[src/rtl/frame_encoder.sv]
module frame_encoder #(
  parameter int         DEPTH  = 16,
  parameter logic [7:0] SOF    = 8'h00,
  parameter logic [7:0] EOF    = 8'h15,
  parameter logic [7:0] T_REPLY  = 8'h07,
  parameter logic [7:0] T_STATUS = 8'h18,
  parameter logic [7:0] POLY   = 8'hD5
) (
  input  logic       clk,
  input  logic       rst_n,
  input  logic       load_valid,
  input  logic [7:0] load_data,
  input  logic       start,
  input  logic       kind,
  input  logic [7:0] addr,
  input  logic [7:0] len,
  output logic       out_valid,
  output logic [7:0] out_data,
  input  logic       out_ready,
  output logic       busy,
  output logic       len_err
);
  localparam int AW = (DEPTH > 1) ? $clog2(DEPTH) : 1;
  localparam int CW = $clog2(DEPTH + 1);

  typedef enum logic [2:0] {S_IDLE, S_SOF, S_TYPE, S_ADDR, S_LEN, S_DATA, S_CRC, S_EOF} st_t;
  st_t st;

  logic [7:0]    mem [DEPTH];
  logic [AW-1:0] wp, rp;
  logic [CW-1:0] cnt;
  logic [7:0]    f_type, f_addr, f_len, rem, crc;

  function automatic logic [7:0] crc_step(input logic [7:0] c, input logic [7:0] b);
    logic [7:0] r;
    r = c;
    for (int i = 7; i >= 0; i--) begin
      if (r[7] ^ b[i]) r = {r[6:0], 1'b0} ^ POLY;
      else             r = {r[6:0], 1'b0};
    end
    return r;
  endfunction

  wire accept = out_valid && out_ready;
  wire push   = load_valid && (int'(cnt) < DEPTH);
  wire pop    = (st == S_DATA) && out_ready;
  wire go     = start && (st == S_IDLE);
  wire short  = int'(len) > int'(cnt);

  assign out_valid = (st != S_IDLE);
  assign busy      = out_valid;

  always_comb begin
    case (st)
      S_SOF:   out_data = SOF;
      S_TYPE:  out_data = f_type;
      S_ADDR:  out_data = f_addr;
      S_LEN:   out_data = f_len;
      S_DATA:  out_data = mem[rp];
      S_CRC:   out_data = crc;
      S_EOF:   out_data = EOF;
      default: out_data = 8'h00;
    endcase
  end

  always_ff @(posedge clk) begin
    if (!rst_n) begin
      wp  <= '0;
      rp  <= '0;
      cnt <= '0;
    end else begin
      if (push) begin
        mem[wp] <= load_data;
        wp <= (wp == AW'(DEPTH - 1)) ? '0 : wp + 1'b1;
      end
      if (pop) rp <= (rp == AW'(DEPTH - 1)) ? '0 : rp + 1'b1;
      if (push && !pop)      cnt <= cnt + 1'b1;
      else if (pop && !push) cnt <= cnt - 1'b1;
    end
  end

  always_ff @(posedge clk) begin
    if (!rst_n) begin
      st      <= S_IDLE;
      len_err <= 1'b0;
      f_type  <= '0;
      f_addr  <= '0;
      f_len   <= '0;
      rem     <= '0;
      crc     <= '0;
    end else begin
      len_err <= go && short;
      if (go && !short) begin
        st     <= S_SOF;
        f_type <= kind ? T_STATUS : T_REPLY;
        f_addr <= addr;
        f_len  <= len;
        rem    <= len;
        crc    <= '0;
      end else if (accept) begin
        case (st)
          S_SOF:  st <= S_TYPE;
          S_TYPE: begin crc <= crc_step(crc, out_data); st <= S_ADDR; end
          S_ADDR: begin crc <= crc_step(crc, out_data); st <= S_LEN;  end
          S_LEN: begin
            crc <= crc_step(crc, out_data);
            st  <= (rem == 8'd0) ? S_CRC : S_DATA;
          end
          S_DATA: begin
            crc <= crc_step(crc, out_data);
            rem <= rem - 1'b1;
            if (rem == 8'd1) st <= S_CRC;
          end
          S_CRC:   st <= S_EOF;
          S_EOF:   st <= S_IDLE;
          default: st <= S_IDLE;
        endcase
      end
    end
  end
endmodule

[config.mk]
export PLATFORM = sky130hd
export DESIGN_NAME = frame_encoder
export DESIGN_NICKNAME = d
export VERILOG_FILES = /design/src/rtl/frame_encoder.sv
export SDC_FILE = /design/constraint.sdc
export NUM_CORES = 1
export LEC_CHECK = 0
export BUFFER_PORTS_ARGS = -buffer_cell sky130_fd_sc_hd__buf_2
export CORE_MARGIN = 3
export CORE_UTILIZATION = 55
export DETAILED_ROUTE_END_ITERATION = 6
export GPL_TIMING_DRIVEN = 0
export PLACE_DENSITY = 0.85
export SYNTH_ARGS = -nofsm -noshare
export SYNTH_HDL_FRONTEND = slang
export SYNTH_SLANG_ARGS = --single-unit
[constraint.sdc]
create_clock -name clk -period 3.4 [get_ports clk]
set_clock_uncertainty 0.2 [all_clocks]
set_input_delay 0.68 -clock clk [delete_from_list [all_inputs] [get_ports clk]]
set_output_delay 0.68 -clock clk [all_outputs]
set_load 0.02 [all_outputs]
==> results.txt <==
----------------------------------------------------
[Floorplanning]
  Number of placed I/O pins ... 41
  Die width ... around 130 um
  Placement row count ... 44
  Core area ... 14800 sq um
  Die ar. ... 16800 sq um
  Die span in y ... 130 um
  Initial core utilization ... 0.570

[Cells and area]
  Fin nets ... between 700 and 800
  Post-synthesis to final-layout area growth ... 17.8%
  Commonest non-fill, non-tap cells in the layout ... sky130_fd_sc_hd__edfxtp_1 (128), sky130_fd_sc_hd__nand2_1 (61), sky130_fd_sc_hd__dfxtp_1 (52)
  Final-layout fill cell count ... approximately 940
  Fraction of final layout cells with drive strength greater than 1 ... 0.276
  Utilization after layout ... 0.672
  Area of all sequential standard cells ... 4950 sq um
  Number of antenna cells inserted ... 0
  Most common cell after layout, fill and taps aside ... sky130_fd_sc_hd__edfxtp_1
  Area taken by multi-input logic gates ... between 3000 and 4000 sq um

[GRT]
  Largest net degree at the start of global routing ... 17
  Global routing usage summed across all routing layers ... 0.254
  Number of global-route vias before repair ... 5573
  Remaining Overflow, GRT ... 0
  Number of antenna violations at the first check in global routing ... 0
  First-pass GRT wire length ... about 32000 um

[Logic synthesis]
  Simple-gate portion of the synthesized area ... 0.105
  Cell count after synthesis ... between 600 and 700
  Fraction of synthesized cell area in xor and xnor cells ... 0.0405
  Number of different library cells in the post-synthesis netlist ... between 70 and 80
  Total standard cell area after synthesis ... roughly 8400 sq um
  Multiplexer fraction of the synthesized cell area ... 0.118
  Main synth FF type ... sky130_fd_sc_hd__edfxtp_1
  Combinational family with the most area after synthesis ... multiplexers
  Number of synthesis warnings ... 0
  Most area-consuming cells after synthesis ... sky130_fd_sc_hd__edfxtp_1 (46%), sky130_fd_sc_hd__dfxtp_1 (13%), sky130_fd_sc_hd__mux4_1 (6.9%), sky130_fd_sc_hd__nand2_1 (2.8%), sky130_fd_sc_hd__mux2i_1 (2.6%)
  Compound-cell area share of the yosys netlist ... 0.0860
  Number of synthesized flops with an enable pin ... around 130
  Nets in the synthesized netlist ... 652
  Fraction of synthesis flops using an asynchronous set or reset pin ... 0
  Mean Syn Cell Area ... 13.9 sq um
  Sequential cell area fraction in the yosys report ... 0.588
  Post-synthesis sequential element count ... 183
  Synth top area share ... 0.457
  Synth area leader ... sky130_fd_sc_hd__edfxtp_1
  Adder-cell share of the synthesized area ... 0.0262

[Setup path]
  Register-to-Register Setup Slack ... -0.11 ns
  Signal arrival time at the worst endpoint ... 3.68 ns
  Startpoint kind of the worst setup timing path ... flip-flop
  Register-to-Register Path Depth ... 11
  Kind of capture point of the worst setup path ... flip-flop
  WP data required ... 3.57 ns
  Timing endpoint of the critical path ... crc[3]$_SDFFE_PP0P_
  Reg-to-Reg End ... crc[3]$_SDFFE_PP0P_
  Worst setup path class ... flip-flop to flip-flop
  Maximum net fanout on the critical path ... 4

[Pwr]
  Sequential Power Share ... 0.510
  Pwr Density ... 490 nW/um^2
  Leakage power figure ... 3.51 nW
  Switching Fraction ... 0.240
  Net switching power figure ... 1.16 mW
  Gate power share ... 0.086
  Maximum resistive drop on vdd ... between 0.4 and 0.5 mV
  Part of the power in the clock network ... 0.404
  Internal power ... 3.69 mW

[Route]
  DRT antenna net count ... 0
  Number of optimization iterations in the first detailed-route pass ... 5
  Per-cell routed wire length ... around 24 um
  Overall routed net length ... 21100 um
  Via count ... 5634
  Vias per std cell ... 6.33
  Number of DRC markers after the initial detailed-route iteration ... 640
  DRC violations left ... 0

[Timing]
  Min setup slack post-route ... -0.109 ns
  Worst slew margin relative to its limit ... 0.523
  Total count of max-transition violations in the final report ... 0
  Hold Fails Final Rpt ... 0
  Number of setup violations in the final report ... 8
  Final period util ... 1.03
  Unrepaired setup endpoints after global routing ... true
  Peak Freq ... between 0.2 and 0.3 GHz
  Setup total negative slack ... -0.353 ns
  Period minus WS final ... 3.51 ns
  Slew at the pin closest to its max-slew limit ... 0.716 ns

[Placed design]
  Global placer's final weighted congestion ... 0.858
  Final HPWL from detailed placement ... 12900 um
  # port buffers ... 39

[Clocking]
  Clock-pin slew of the registers on the worst-case setup and hold paths ... around 0.070 ns
  Clk Tree Root Cell ... sky130_fd_sc_hd__clkbuf_16
  Clock tree from TritonCTS ... built
  Clk buf depth ... 2
  Total of hold buffers inserted after clock tree synthesis ... 0
  H-tree depth ... 4
  CTS sink count ... 183
  Skew-Pair Late Insertion Delay ... approximately 0.44 ns
  Total clock buffers created by CTS ... 17

[Flow run]
  Max Cap Viol ... 0

[Run status]
  Violations in the final reports ... negative setup slack
  Status ... complete, but fails checks

[Hold path]
  Worst hold path startpoint ... f_len[7]$_SDFFE_PN0P_
  Worst hold-check path type ... flip-flop to flip-flop

----------------------------------------------------
flip-flops by register name, summed over array words and instances (netlist names), named ones only:
| signal | count |
|---|---|
| f_addr | 8 |
| f_type | 2 |
| cnt | 5 |
| crc | 8 |
| f_len | 8 |
| len_err | 1 |
| rp | 4 |
| rem | 8 |
| wp | 4 |
| st | 3 |
| mem | 128 |
stage by stage:
step	setup slack (ns)	instances	cell area [sq um]	hold slack, ns	total power, mW
after CTS	-0.0604	872	9660	0.248	4.84
after floorplan	0.251	605	8410	0.222	2.79
final	-0.109	890	9910	0.269	4.86
after detailed placement	-0.0843	828	8840	0.250	2.92
after global placement	-0.0423	828	8840	0.243	2.88
after global routing	-0.192	890	9910	0.259	5.01
cell families (layout without fill, tap and decap cells):
kind of cell	count (synthesis)	count (layout)
XOR/XNOR	25	25
adder cells (fa/ha/maj)	17	17
multiplexers	55	55
AO/OA/AOI/OAI	102	102
buffers and inverters	47	148
AND/OR/NAND/NOR	176	176
flip-flops	183	183
cell usage after synthesis (3+ instances only):
library cell and n:
sky130_fd_sc_hd__a211oi_1 4, sky130_fd_sc_hd__a211oi_2 3, sky130_fd_sc_hd__a21oi_1 40, sky130_fd_sc_hd__a22oi_1 3, sky130_fd_sc_hd__a31oi_1 5, sky130_fd_sc_hd__and2_1 25, sky130_fd_sc_hd__and3_1 3, sky130_fd_sc_hd__buf_2 3
sky130_fd_sc_hd__buf_6 4, sky130_fd_sc_hd__clkbuf_1 11, sky130_fd_sc_hd__clkbuf_8 4, sky130_fd_sc_hd__dfxtp_1 55, sky130_fd_sc_hd__edfxtp_1 128, sky130_fd_sc_hd__ha_1 16, sky130_fd_sc_hd__inv_1 20, sky130_fd_sc_hd__mux2_2 5
sky130_fd_sc_hd__mux2i_1 22, sky130_fd_sc_hd__mux4_1 22, sky130_fd_sc_hd__mux4_2 6, sky130_fd_sc_hd__nand2_1 62, sky130_fd_sc_hd__nand2b_1 3, sky130_fd_sc_hd__nand3_1 6, sky130_fd_sc_hd__nor2_1 38, sky130_fd_sc_hd__nor2b_1 5
sky130_fd_sc_hd__nor3_1 8, sky130_fd_sc_hd__o21a_1 5, sky130_fd_sc_hd__o21ai_0 13, sky130_fd_sc_hd__o22ai_1 5, sky130_fd_sc_hd__or3_1 5, sky130_fd_sc_hd__or3_2 3, sky130_fd_sc_hd__xnor2_1 7, sky130_fd_sc_hd__xnor3_1 6
sky130_fd_sc_hd__xor2_1 9
cell type report:
| class | instances | share of cell area |
|---|---|---|
| sequential | 183 | 0.499 |
| timing repair buffer | 70 | 0.0498 |
| clock inverter | 14 | 0.0148 |
| clock buffer | 18 | 0.0433 |
| multi-input combinational | 375 | 0.334 |
| tap | 184 | 0.0232 |
| inverter | 20 | 0.00758 |
| buffer | 26 | 0.0277 |
per-layer routing:
layer	wire [um]	GRT usage	share of wire	up-vias
met5	0	0	0	-
met4	648	0.105	0.031	0
met3	1650	0.0614	0.078	61
met1	7990	0.318	0.38	2780
met2	10800	0.426	0.51	348
li1	-	-	-	2445
critical path, stage by stage, from the launching register on:
cell                        delay [ns]
sky130_fd_sc_hd__dfxtp_2          0.33
sky130_fd_sc_hd__buf_6            0.13
sky130_fd_sc_hd__buf_6            0.12
sky130_fd_sc_hd__mux4_2           0.50
sky130_fd_sc_hd__mux2_4           0.31
sky130_fd_sc_hd__and3_4           0.19
sky130_fd_sc_hd__a2111oi_4        0.35
sky130_fd_sc_hd__buf_4            0.18
sky130_fd_sc_hd__xnor3_1          0.25
sky130_fd_sc_hd__xnor3_1          0.39
sky130_fd_sc_hd__or3_4            0.36
sky130_fd_sc_hd__a21oi_2          0.12
worst min-delay path by stage:
stage          depth (start not counted)                     end  slack, ns
2_1_floorplan                          2   f_len[0]$_SDFFE_PN0P_       0.22
3_3_place_gp                           1   f_len[7]$_SDFFE_PN0P_       0.24
3_5_place_dp                           1   f_len[6]$_SDFFE_PN0P_       0.25
4_1_cts                                2  f_type[2]$_SDFFE_PN0P_       0.25
5_1_grt                                2  f_type[2]$_SDFFE_PN0P_       0.26
6_report                               1   f_len[7]$_SDFFE_PN0P_       0.27
what timing repair did:
item / 4_1_cts / 5_1_grt
gates cloned: 1 / 0
buffers inserted: 12 / 18
resized for setup: 45 / 50
endpoints found under the setup margin: 11 / 17
pin swaps: 11 / 16
power groups by stage:
stage                     combinational, mW  clock [mW]  sequential, mW
after CTS                             0.407        1.96            2.48
after global placement                0.366           0            2.52
final                                 0.420        1.96            2.48
after floorplan                       0.276           0            2.51
after detailed placement              0.395           0            2.52
after global routing                  0.468        2.06            2.48
Note: power is estimated with default switching activity, not from simulation.
